$ cat src/rtl/dac_pkg.sv
package dac_pkg;
  localparam int DAC_BYTE_W = 8;
  localparam int DAC_NIB_W  = 4;
  localparam int DAC_CODE_W = DAC_BYTE_W + DAC_NIB_W;
  localparam int DAC_NUM_CH = 2;

  // control byte bit positions
  localparam int CB_MODE = 7;
  localparam int CB_RNG  = 5;  // + channel
  localparam int CB_CLR  = 3;  // + channel
  localparam int CB_SYNC = 2;
  localparam int CB_PD   = 0;  // + channel

  localparam logic [DAC_BYTE_W-1:0] CTRL_RESET = 8'h04;

  function automatic logic [DAC_CODE_W-1:0] dac_compose(
    input logic                  byte_mode,
    input logic [DAC_BYTE_W-1:0] lo,
    input logic [DAC_NIB_W-1:0]  hi
  );
    return byte_mode ? {lo, {DAC_NIB_W{1'b0}}} : {hi, lo};
  endfunction
endpackage

$ cat src/rtl/dac_ctrl_reg.sv
module dac_ctrl_reg
  import dac_pkg::*;
(
  input  logic                  clk,
  input  logic                  rst_n,
  input  logic                  we,
  input  logic [DAC_BYTE_W-1:0] wdata,
  output logic [DAC_BYTE_W-1:0] ctrl_q,
  output logic                  sync_rise,
  output logic                  eff_mode
);
  logic [DAC_BYTE_W-1:0] ctrl_d;

  always_comb begin
    ctrl_d    = ctrl_q;
    sync_rise = 1'b0;
    eff_mode  = ctrl_q[CB_MODE];
    if (we) begin
      ctrl_d    = wdata;
      sync_rise = wdata[CB_SYNC] & ~ctrl_q[CB_SYNC];
      eff_mode  = wdata[CB_MODE];
    end
  end

  always_ff @(posedge clk or negedge rst_n) begin
    if (!rst_n) ctrl_q <= CTRL_RESET;
    else        ctrl_q <= ctrl_d;
  end
endmodule

$ cat src/rtl/dac_channel.sv
module dac_channel
  import dac_pkg::*;
(
  input  logic                  clk,
  input  logic                  rst_n,
  input  logic                  we_lo,
  input  logic                  we_hi,
  input  logic [DAC_BYTE_W-1:0] wdata,
  input  logic                  imm_sync,
  input  logic                  bulk_load,
  input  logic                  mode,
  input  logic                  clr_n,
  output logic [DAC_BYTE_W-1:0] lo_q,
  output logic [DAC_NIB_W-1:0]  hi_q,
  output logic [DAC_CODE_W-1:0] code
);
  logic [DAC_BYTE_W-1:0] lo_d;
  logic [DAC_NIB_W-1:0]  hi_d;
  logic [DAC_CODE_W-1:0] held_q, held_d;
  logic                  load;

  always_comb begin
    lo_d   = we_lo ? wdata : lo_q;
    hi_d   = we_hi ? wdata[DAC_NIB_W-1:0] : hi_q;
    load   = (we_lo & imm_sync) | bulk_load;
    held_d = load ? dac_compose(mode, lo_d, hi_q) : held_q;
  end

  always_ff @(posedge clk or negedge rst_n) begin
    if (!rst_n) begin
      lo_q   <= '0;
      hi_q   <= '0;
      held_q <= '0;
    end else begin
      lo_q   <= lo_d;
      hi_q   <= hi_d;
      held_q <= held_d;
    end
  end

  assign code = clr_n ? held_q : '0;
endmodule

$ cat src/rtl/dac_update_ctrl.sv
module dac_update_ctrl
  import dac_pkg::*;
#(
  parameter logic [7:0] ADDR_CTRL = 8'hFD,
  parameter logic [7:0] ADDR_LO0  = 8'hF9,
  parameter logic [7:0] ADDR_HI0  = 8'hFA,
  parameter logic [7:0] ADDR_LO1  = 8'hFB,
  parameter logic [7:0] ADDR_HI1  = 8'hFC
) (
  input  logic                  clk,
  input  logic                  rst_n,
  input  logic                  wr_en,
  input  logic [7:0]            wr_addr,
  input  logic [DAC_BYTE_W-1:0] wr_data,
  input  logic [7:0]            rd_addr,
  output logic [DAC_BYTE_W-1:0] rd_data,
  output logic [DAC_CODE_W-1:0] dac0_code,
  output logic [DAC_CODE_W-1:0] dac1_code,
  output logic [DAC_NUM_CH-1:0] dac_range_vdd,
  output logic [DAC_NUM_CH-1:0] dac_power_on
);
  localparam logic [7:0] LO_ADDR [DAC_NUM_CH] = '{ADDR_LO0, ADDR_LO1};
  localparam logic [7:0] HI_ADDR [DAC_NUM_CH] = '{ADDR_HI0, ADDR_HI1};

  // reset: asserted asynchronously, released on the clock
  logic rst_meta_q, rst_sync_n;
  always_ff @(posedge clk or negedge rst_n) begin
    if (!rst_n) begin
      rst_meta_q <= 1'b0;
      rst_sync_n <= 1'b0;
    end else begin
      rst_meta_q <= 1'b1;
      rst_sync_n <= rst_meta_q;
    end
  end

  logic [DAC_BYTE_W-1:0] ctrl_q;
  logic                  sync_rise, eff_mode, ctrl_we;
  logic [DAC_BYTE_W-1:0] lo_q   [DAC_NUM_CH];
  logic [DAC_NIB_W-1:0]  hi_q   [DAC_NUM_CH];
  logic [DAC_CODE_W-1:0] code_w [DAC_NUM_CH];

  assign ctrl_we = wr_en && (wr_addr == ADDR_CTRL);

  dac_ctrl_reg u_ctrl (
    .clk       (clk),
    .rst_n     (rst_sync_n),
    .we        (ctrl_we),
    .wdata     (wr_data),
    .ctrl_q    (ctrl_q),
    .sync_rise (sync_rise),
    .eff_mode  (eff_mode)
  );

  for (genvar ch = 0; ch < DAC_NUM_CH; ch++) begin : g_ch
    logic we_lo, we_hi;
    assign we_lo = wr_en && (wr_addr == LO_ADDR[ch]);
    assign we_hi = wr_en && (wr_addr == HI_ADDR[ch]);

    dac_channel u_chan (
      .clk       (clk),
      .rst_n     (rst_sync_n),
      .we_lo     (we_lo),
      .we_hi     (we_hi),
      .wdata     (wr_data),
      .imm_sync  (ctrl_q[CB_SYNC]),
      .bulk_load (sync_rise),
      .mode      (eff_mode),
      .clr_n     (ctrl_q[CB_CLR+ch]),
      .lo_q      (lo_q[ch]),
      .hi_q      (hi_q[ch]),
      .code      (code_w[ch])
    );

    assign dac_range_vdd[ch] = ctrl_q[CB_RNG+ch];
    assign dac_power_on[ch]  = ctrl_q[CB_PD+ch];
  end

  assign dac0_code = code_w[0];
  assign dac1_code = code_w[1];

  // read path
  logic [DAC_BYTE_W-1:0] rd_d;
  always_comb begin
    rd_d = '0;
    if (rd_addr == ADDR_CTRL) rd_d = ctrl_q;
    for (int ch = 0; ch < DAC_NUM_CH; ch++) begin
      if (rd_addr == LO_ADDR[ch]) rd_d = lo_q[ch];
      if (rd_addr == HI_ADDR[ch]) rd_d = {{(DAC_BYTE_W-DAC_NIB_W){1'b0}}, hi_q[ch]};
    end
  end

  always_ff @(posedge clk or negedge rst_sync_n) begin
    if (!rst_sync_n) rd_data <= '0;
    else             rd_data <= rd_d;
  end
endmodule

$ cat config.mk
export PLATFORM = sky130hd
export DESIGN_NAME = dac_update_ctrl
export DESIGN_NICKNAME = d
export VERILOG_FILES = /design/src/rtl/dac_pkg.sv /design/src/rtl/dac_ctrl_reg.sv /design/src/rtl/dac_channel.sv /design/src/rtl/dac_update_ctrl.sv
export SDC_FILE = /design/constraint.sdc
export NUM_CORES = 1
export LEC_CHECK = 0
export ABC_CLOCK_PERIOD_IN_PS = 2000
export BUFFER_PORTS_ARGS = -buffer_cell sky130_fd_sc_hd__clkbuf_2
export CAP_MARGIN = 10
export CORE_MARGIN = 5
export CORE_UTILIZATION = 49
export CTS_BUF_LIST = sky130_fd_sc_hd__clkbuf_4 sky130_fd_sc_hd__clkbuf_8 sky130_fd_sc_hd__clkbuf_16
export CTS_CLUSTER_SIZE = 8
export DETAILED_ROUTE_END_ITERATION = 10
export PLACE_DENSITY = 0.83
export SYNTH_ARGS = -nofsm -noshare
export SYNTH_HDL_FRONTEND = slang
export SYNTH_SLANG_ARGS = --single-unit
$ cat constraint.sdc
create_clock -name clk -period 2 [get_ports clk]
set_clock_uncertainty 0.2 [all_clocks]
set_input_delay 0.3 -clock clk [delete_from_list [all_inputs] [get_ports clk]]
set_output_delay 0.3 -clock clk [all_outputs]
set_load 0.03 [all_outputs]
==> results of run 1 <==
path summary, 6_finish.rpt:
check | depth (start not counted) | end | slack [ps]
min reg2reg | 1 | rd_data[2] | 70
max reg2reg | 6 | g_ch[1].u_chan.held_q[4] | 230
max in group asynchronous | 1 | u_ctrl.ctrl_q[2] | 1220
min in group asynchronous | 1 | rd_data[2] | 70
min | 2 | u_ctrl.ctrl_q[4] | 30
max | 2 | dac1_code[8] | 200
final cells by class:
cell class	count	area [um2]
tap	77	96.3
multi-input combinational	200	1360
sequential	66	1650
timing repair buffer	85	523
clock buffer	14	174
clock inverter	2	35.0
inverter	5	23.8
fill	502	2410
routing by layer:
metal,vias to the layer above,global-route usage,part of all wire
li1,1152,-,-
met1,1144,0.247,0.44
met2,60,0.298,0.49
met3,11,0.0326,0.046
met4,0,0.0806,0.021
met5,-,0,0
cells by family after synthesis:
family | share of synthesized area
compound gates | 0.0884
buf+inv | 0.0364
mux | 0.176
flops | 0.529
other cells | 0.00120
simple gates | 0.169
state kept, by name, indices dropped and copies added, names as in the netlist:
register	flops
g_ch.u_chan.held_q	24
g_ch.u_chan.hi_q	8
g_ch.u_chan.lo_q	16
rd_data	8
rst_meta_q	1
rst_sync_n	1
u_ctrl.ctrl_q	8
synth_stat cells, types with 2 or more instances:
library cell / number
dfrtp_1: 65
nand2_1: 43
mux2_2: 30
and2_1: 24
o21ai_0: 22
mux2i_1: 19
nor2_1: 11
clkbuf_1: 10
a21oi_1: 8
o21ai_1: 5
buf_4: 4
nor2b_1: 4
and3_1: 3
inv_1: 3
o22ai_1: 3
o41ai_1: 3
or3_1: 3
a221oi_1: 2
buf_6: 2
nand3_1: 2
nor3_2: 2
metrics by stage:
step | TNS, ps | instances | util | area (um2) | hold WS [ps]
after floorplan | -690 | 287 | - | 3130 | -196
after global placement | -241 | 432 | 0.581 | 3650 | -116
after detailed placement | -1070 | 432 | 0.581 | 3650 | -112
after CTS | 0 | 449 | 0.616 | 3870 | 22.7
after global routing | 0 | 449 | 0.616 | 3870 | 33.5
final | 0 | 449 | 0.616 | 3870 | 33.4
report_power, final:
| part | switching [uW] | leakage (uW) | internal [uW] | total [uW] |
|---|---|---|---|---|
| clock network | 478 | 0.000111 | 684 | 1160 |
| logic | 131 | 0.000890 | 102 | 233 |
| registers | 30.7 | 0.000907 | 1370 | 1400 |
==> out/results.txt, run 1 <==
status -> completed
initial antenna violation count -> 0
worst min path class -> primary input to register
pwr dens -> 723 mW/mm2
Tot Pwr -> 2800 uW
arrival time at the worst endpoint -> 1300 ps
P_leak -> 0.00191 uW
EDFF count, synth -> 0
Post-CTS Setup Inserts -> 0
Setup WS post-layout -> 204 ps
total grt overflow -> 0
synth top area cells -> dfrtp_1 (52%), mux2_2 (11%), mux2i_1 (6.1%), nand2_1 (5.2%), and2_1 (4.8%)
Worst setup EP type -> output pin
Worst path max stage delay -> 550 ps
post-synth top area share -> 0.520
number of diodes -> 0
Worst Path Buf+Inv -> 1
Slew Viols, Final -> 0
DP HPWL -> 5510 um
vias per cell -> 5.27
post-route minimum period -> 1800 ps
RSZ-0062 raised after global routing -> false
CP max stage cell -> dfrtp_1
CTS tree -> done
DRC violations left -> 0
Num CTS Buffers -> 9
Cell variety after synth -> 40
CP Class -> register to output pin
I/O pins -> 63
predominant post-synthesis flop cell -> dfrtp_1
Crit path max-delay family -> flip-flops
Placer Congestion -> 0.915
core area -> 0.00628 mm2
Die Y -> 89.9 um
hold_sp -> wr_data[4]
syn_nets -> 314
Initial Util -> 0.498
layout cell share with drive strength beyond 1 -> 0.382
sequential area share after synthesis -> 0.529
max-cap violations -> 0
die footprint -> 0.00808 mm2
CP cell instances -> and2_1 -> clkbuf_2
cell taking the most area after synthesis -> dfrtp_1
most common cell after layout, fill and taps aside -> dfrtp_1
final worst-path cycle share -> 0.898
Die X -> 89.9 um
H-tree depth -> 3
first-pass GRT wire length -> 12100 um
Ys Warns -> 0
Overall Global Routing Usage -> 0.186
Final nets -> 394
via count -> 2367
Initial DRT Pass Iterations -> 4
Fin. Hold Viols -> 0
#FFs+latches synth -> 66
largest net degree at the start of global routing -> 65
drt total wl -> 7230 um
pre-CTS setup slack -> -115 ps
worst skew pair latency -> 340 ps
synthesized area -> 0.00313 mm2
initial DRC count -> 135
area grow syn2layout -> 23.6%
Worst Setup SP -> u_ctrl.ctrl_q[4]
worst-case clock buffer depth -> 2
vias in the first global route -> 2429
row count -> 29
r2r startpoint -> u_ctrl.ctrl_q[2]
final setup vio count -> 0
most frequent cells in the layout -> dfrtp_1 (64), clkbuf_2 (62), nand2_1 (43)
Routed WL per cell -> 16.1 um
Post-CTS Resized -> 0
Peak VDD IR -> 459 uV
Max Freq -> 557 MHz
worst-path fanout max -> 14
Post-Synthesis Cells -> 287
Required @ worst endpoint -> 1500 ps
post-route ant nets -> 0
port bufs -> 62
Clk pin slew, worst setup/hold paths -> 70 ps
clock sinks -> 66
Post-synth ARST share -> 1.00
CP startpoint kind -> register
Syn Area/Cell -> 10.9 um2
CTS root buffer -> clkbuf_8
hold buffers post-CTS -> 1
No activity file was read; power rests on OpenSTA's default activity.
==> run 2, diff against run 1 <==
--- a/config.mk
+++ b/config.mk
@@ -8,6 +8,7 @@
 export ABC_CLOCK_PERIOD_IN_PS = 2000
 export BUFFER_PORTS_ARGS = -buffer_cell sky130_fd_sc_hd__clkbuf_2
 export CAP_MARGIN = 10
+export CORE_ASPECT_RATIO = 0.6
 export CORE_MARGIN = 5
 export CORE_UTILIZATION = 49
 export CTS_BUF_LIST = sky130_fd_sc_hd__clkbuf_4 sky130_fd_sc_hd__clkbuf_8 sky130_fd_sc_hd__clkbuf_16
==> out/results.txt, run 2 (same netlist as run 1, synthesis figures left out) <==
CTS root buffer -> clkbuf_8
die footprint -> 0.00813 mm2
fin util -> 0.626
Clk pin slew, worst setup/hold paths -> 70 ps
first-pass GRT wire length -> 13100 um
DP HPWL -> 5800 um
DRC violations left -> 0
Slew Viols, Final -> 0
max reg flops -> 24
Num CTS Buffers -> 9
Overall Global Routing Usage -> 0.206
drt total wl -> 7600 um
H-tree depth -> 3
most common cell after layout, fill and taps aside -> dfrtp_1
worst skew pair latency -> 350 ps
Die X -> 113 um
WHS -> 10.1 ps
core area -> 0.00617 mm2
Fin. Hold Viols -> 0
pre-CTS setup slack -> -113 ps
Post-CTS Resized -> 0
Max Freq -> 548 MHz
largest net degree at the start of global routing -> 48
max-cap violations -> 0
area grow syn2layout -> 23.5%
initial antenna violation count -> 0
worst min path class -> register to async pin
Top Registers -> g_ch.u_chan.held_q: 24 flops, g_ch.u_chan.lo_q: 16 flops
CP cell instances -> mux2i_1 -> or3_1 -> o41ai_1
Setup WS post-layout -> 177 ps
layout cell share with drive strength beyond 1 -> 0.387
RSZ-0062 raised after global routing -> false
final setup vio count -> 0
Initial Util -> 0.507
post-route ant nets -> 0
port bufs -> 62
row count -> 22
Routed WL per cell -> 16.6 um
post-route minimum period -> 1820 ps
via count -> 2433
arrival time at the worst endpoint -> 1850 ps
Initial DRT Pass Iterations -> 4
status -> completed
pwr dens -> 711 mW/mm2
total grt overflow -> 0
clock sinks -> 66
CP max stage cell -> dfstp_2
I/O pins -> 63
vias per cell -> 5.30
Required @ worst endpoint -> 2030 ps
Worst Path Buf+Inv -> 0
Tot Pwr -> 2750 uW
CTS tree -> done
initial DRC count -> 146
CP Class -> register to register
Peak VDD IR -> 512 uV
most frequent cells in the layout -> dfrtp_1 (64), clkbuf_2 (62), nand2_1 (43)
number of diodes -> 0
worst-path fanout max -> 8
P_leak -> 0.00191 uW
DP Area -> 0.00365 mm2
Worst setup EP type -> register
Biggest register -> g_ch.u_chan.held_q
Placer Congestion -> 0.906
worst-case clock buffer depth -> 2
Die Y -> 71.9 um
vias in the first global route -> 2570
final worst-path cycle share -> 0.912
Worst path max stage delay -> 570 ps
post-route cell area -> 0.00386 mm2
Crit path max-delay family -> flip-flops
CP startpoint kind -> register
Final nets -> 397
## run 2: cell types whose count changed in the layout (fill, tap and decap cells not counted), sizes merged
cell	change
buf	+3
clkbuf	-3
clkinv	+3
## run 2: report_power, final
part / total [uW] / internal (uW) / switching, uW
combinational: 225 / 97.9 / 127
sequential: 1410 / 1370 / 37.3
clock: 1110 / 619 / 495
total: 2750 / 2090 / 660
## run 2: final cells by class
class,instances,area [um2]
Clock buffer,11,145
Clock inverter,5,53.8
Fill cell,544,2300
Inverter,5,23.8
Multi-Input combinational cell,200,1360
Sequential cell,66,1650
Tap cell,84,105
Timing Repair Buffer,88,520
## run 2: worst paths after layout
check | from | end | slack, ps | cells after the start
hold / removal | rst_sync_n | g_ch[0].u_chan.held_q[2] | 10 | 0
max in group asynchronous | rst_sync_n | g_ch[1].u_chan.held_q[0] | 1010 | 1
min in group clk | wr_data[5] | u_ctrl.ctrl_q[5] | 20 | 2
setup / recovery | u_ctrl.ctrl_q[2] | g_ch[0].u_chan.held_q[6] | 180 | 3
setup reg to reg | u_ctrl.ctrl_q[2] | g_ch[0].u_chan.held_q[6] | 180 | 3
hold reg to reg | rst_sync_n | g_ch[0].u_chan.held_q[2] | 10 | 0
## run 2: metrics by stage
step | cells | setup TNS (ps)
final | 459 | 0
after global routing | 459 | 0
after CTS | 459 | 0
after detailed placement | 442 | -864
after global placement | 442 | -299
after floorplan | 287 | -690
## run 2: routing by layer
layer,part of all wire,global-route usage
met2,0.45,0.324
met3,0.082,0.0675
met5,0,0
met1,0.46,0.287
met4,0.0063,0.0320
## run 2: what timing repair did
item,in CTS,in global routing
buffers inserted,0,0
hold buffers,1,0
hold endpoints to repair,2,0
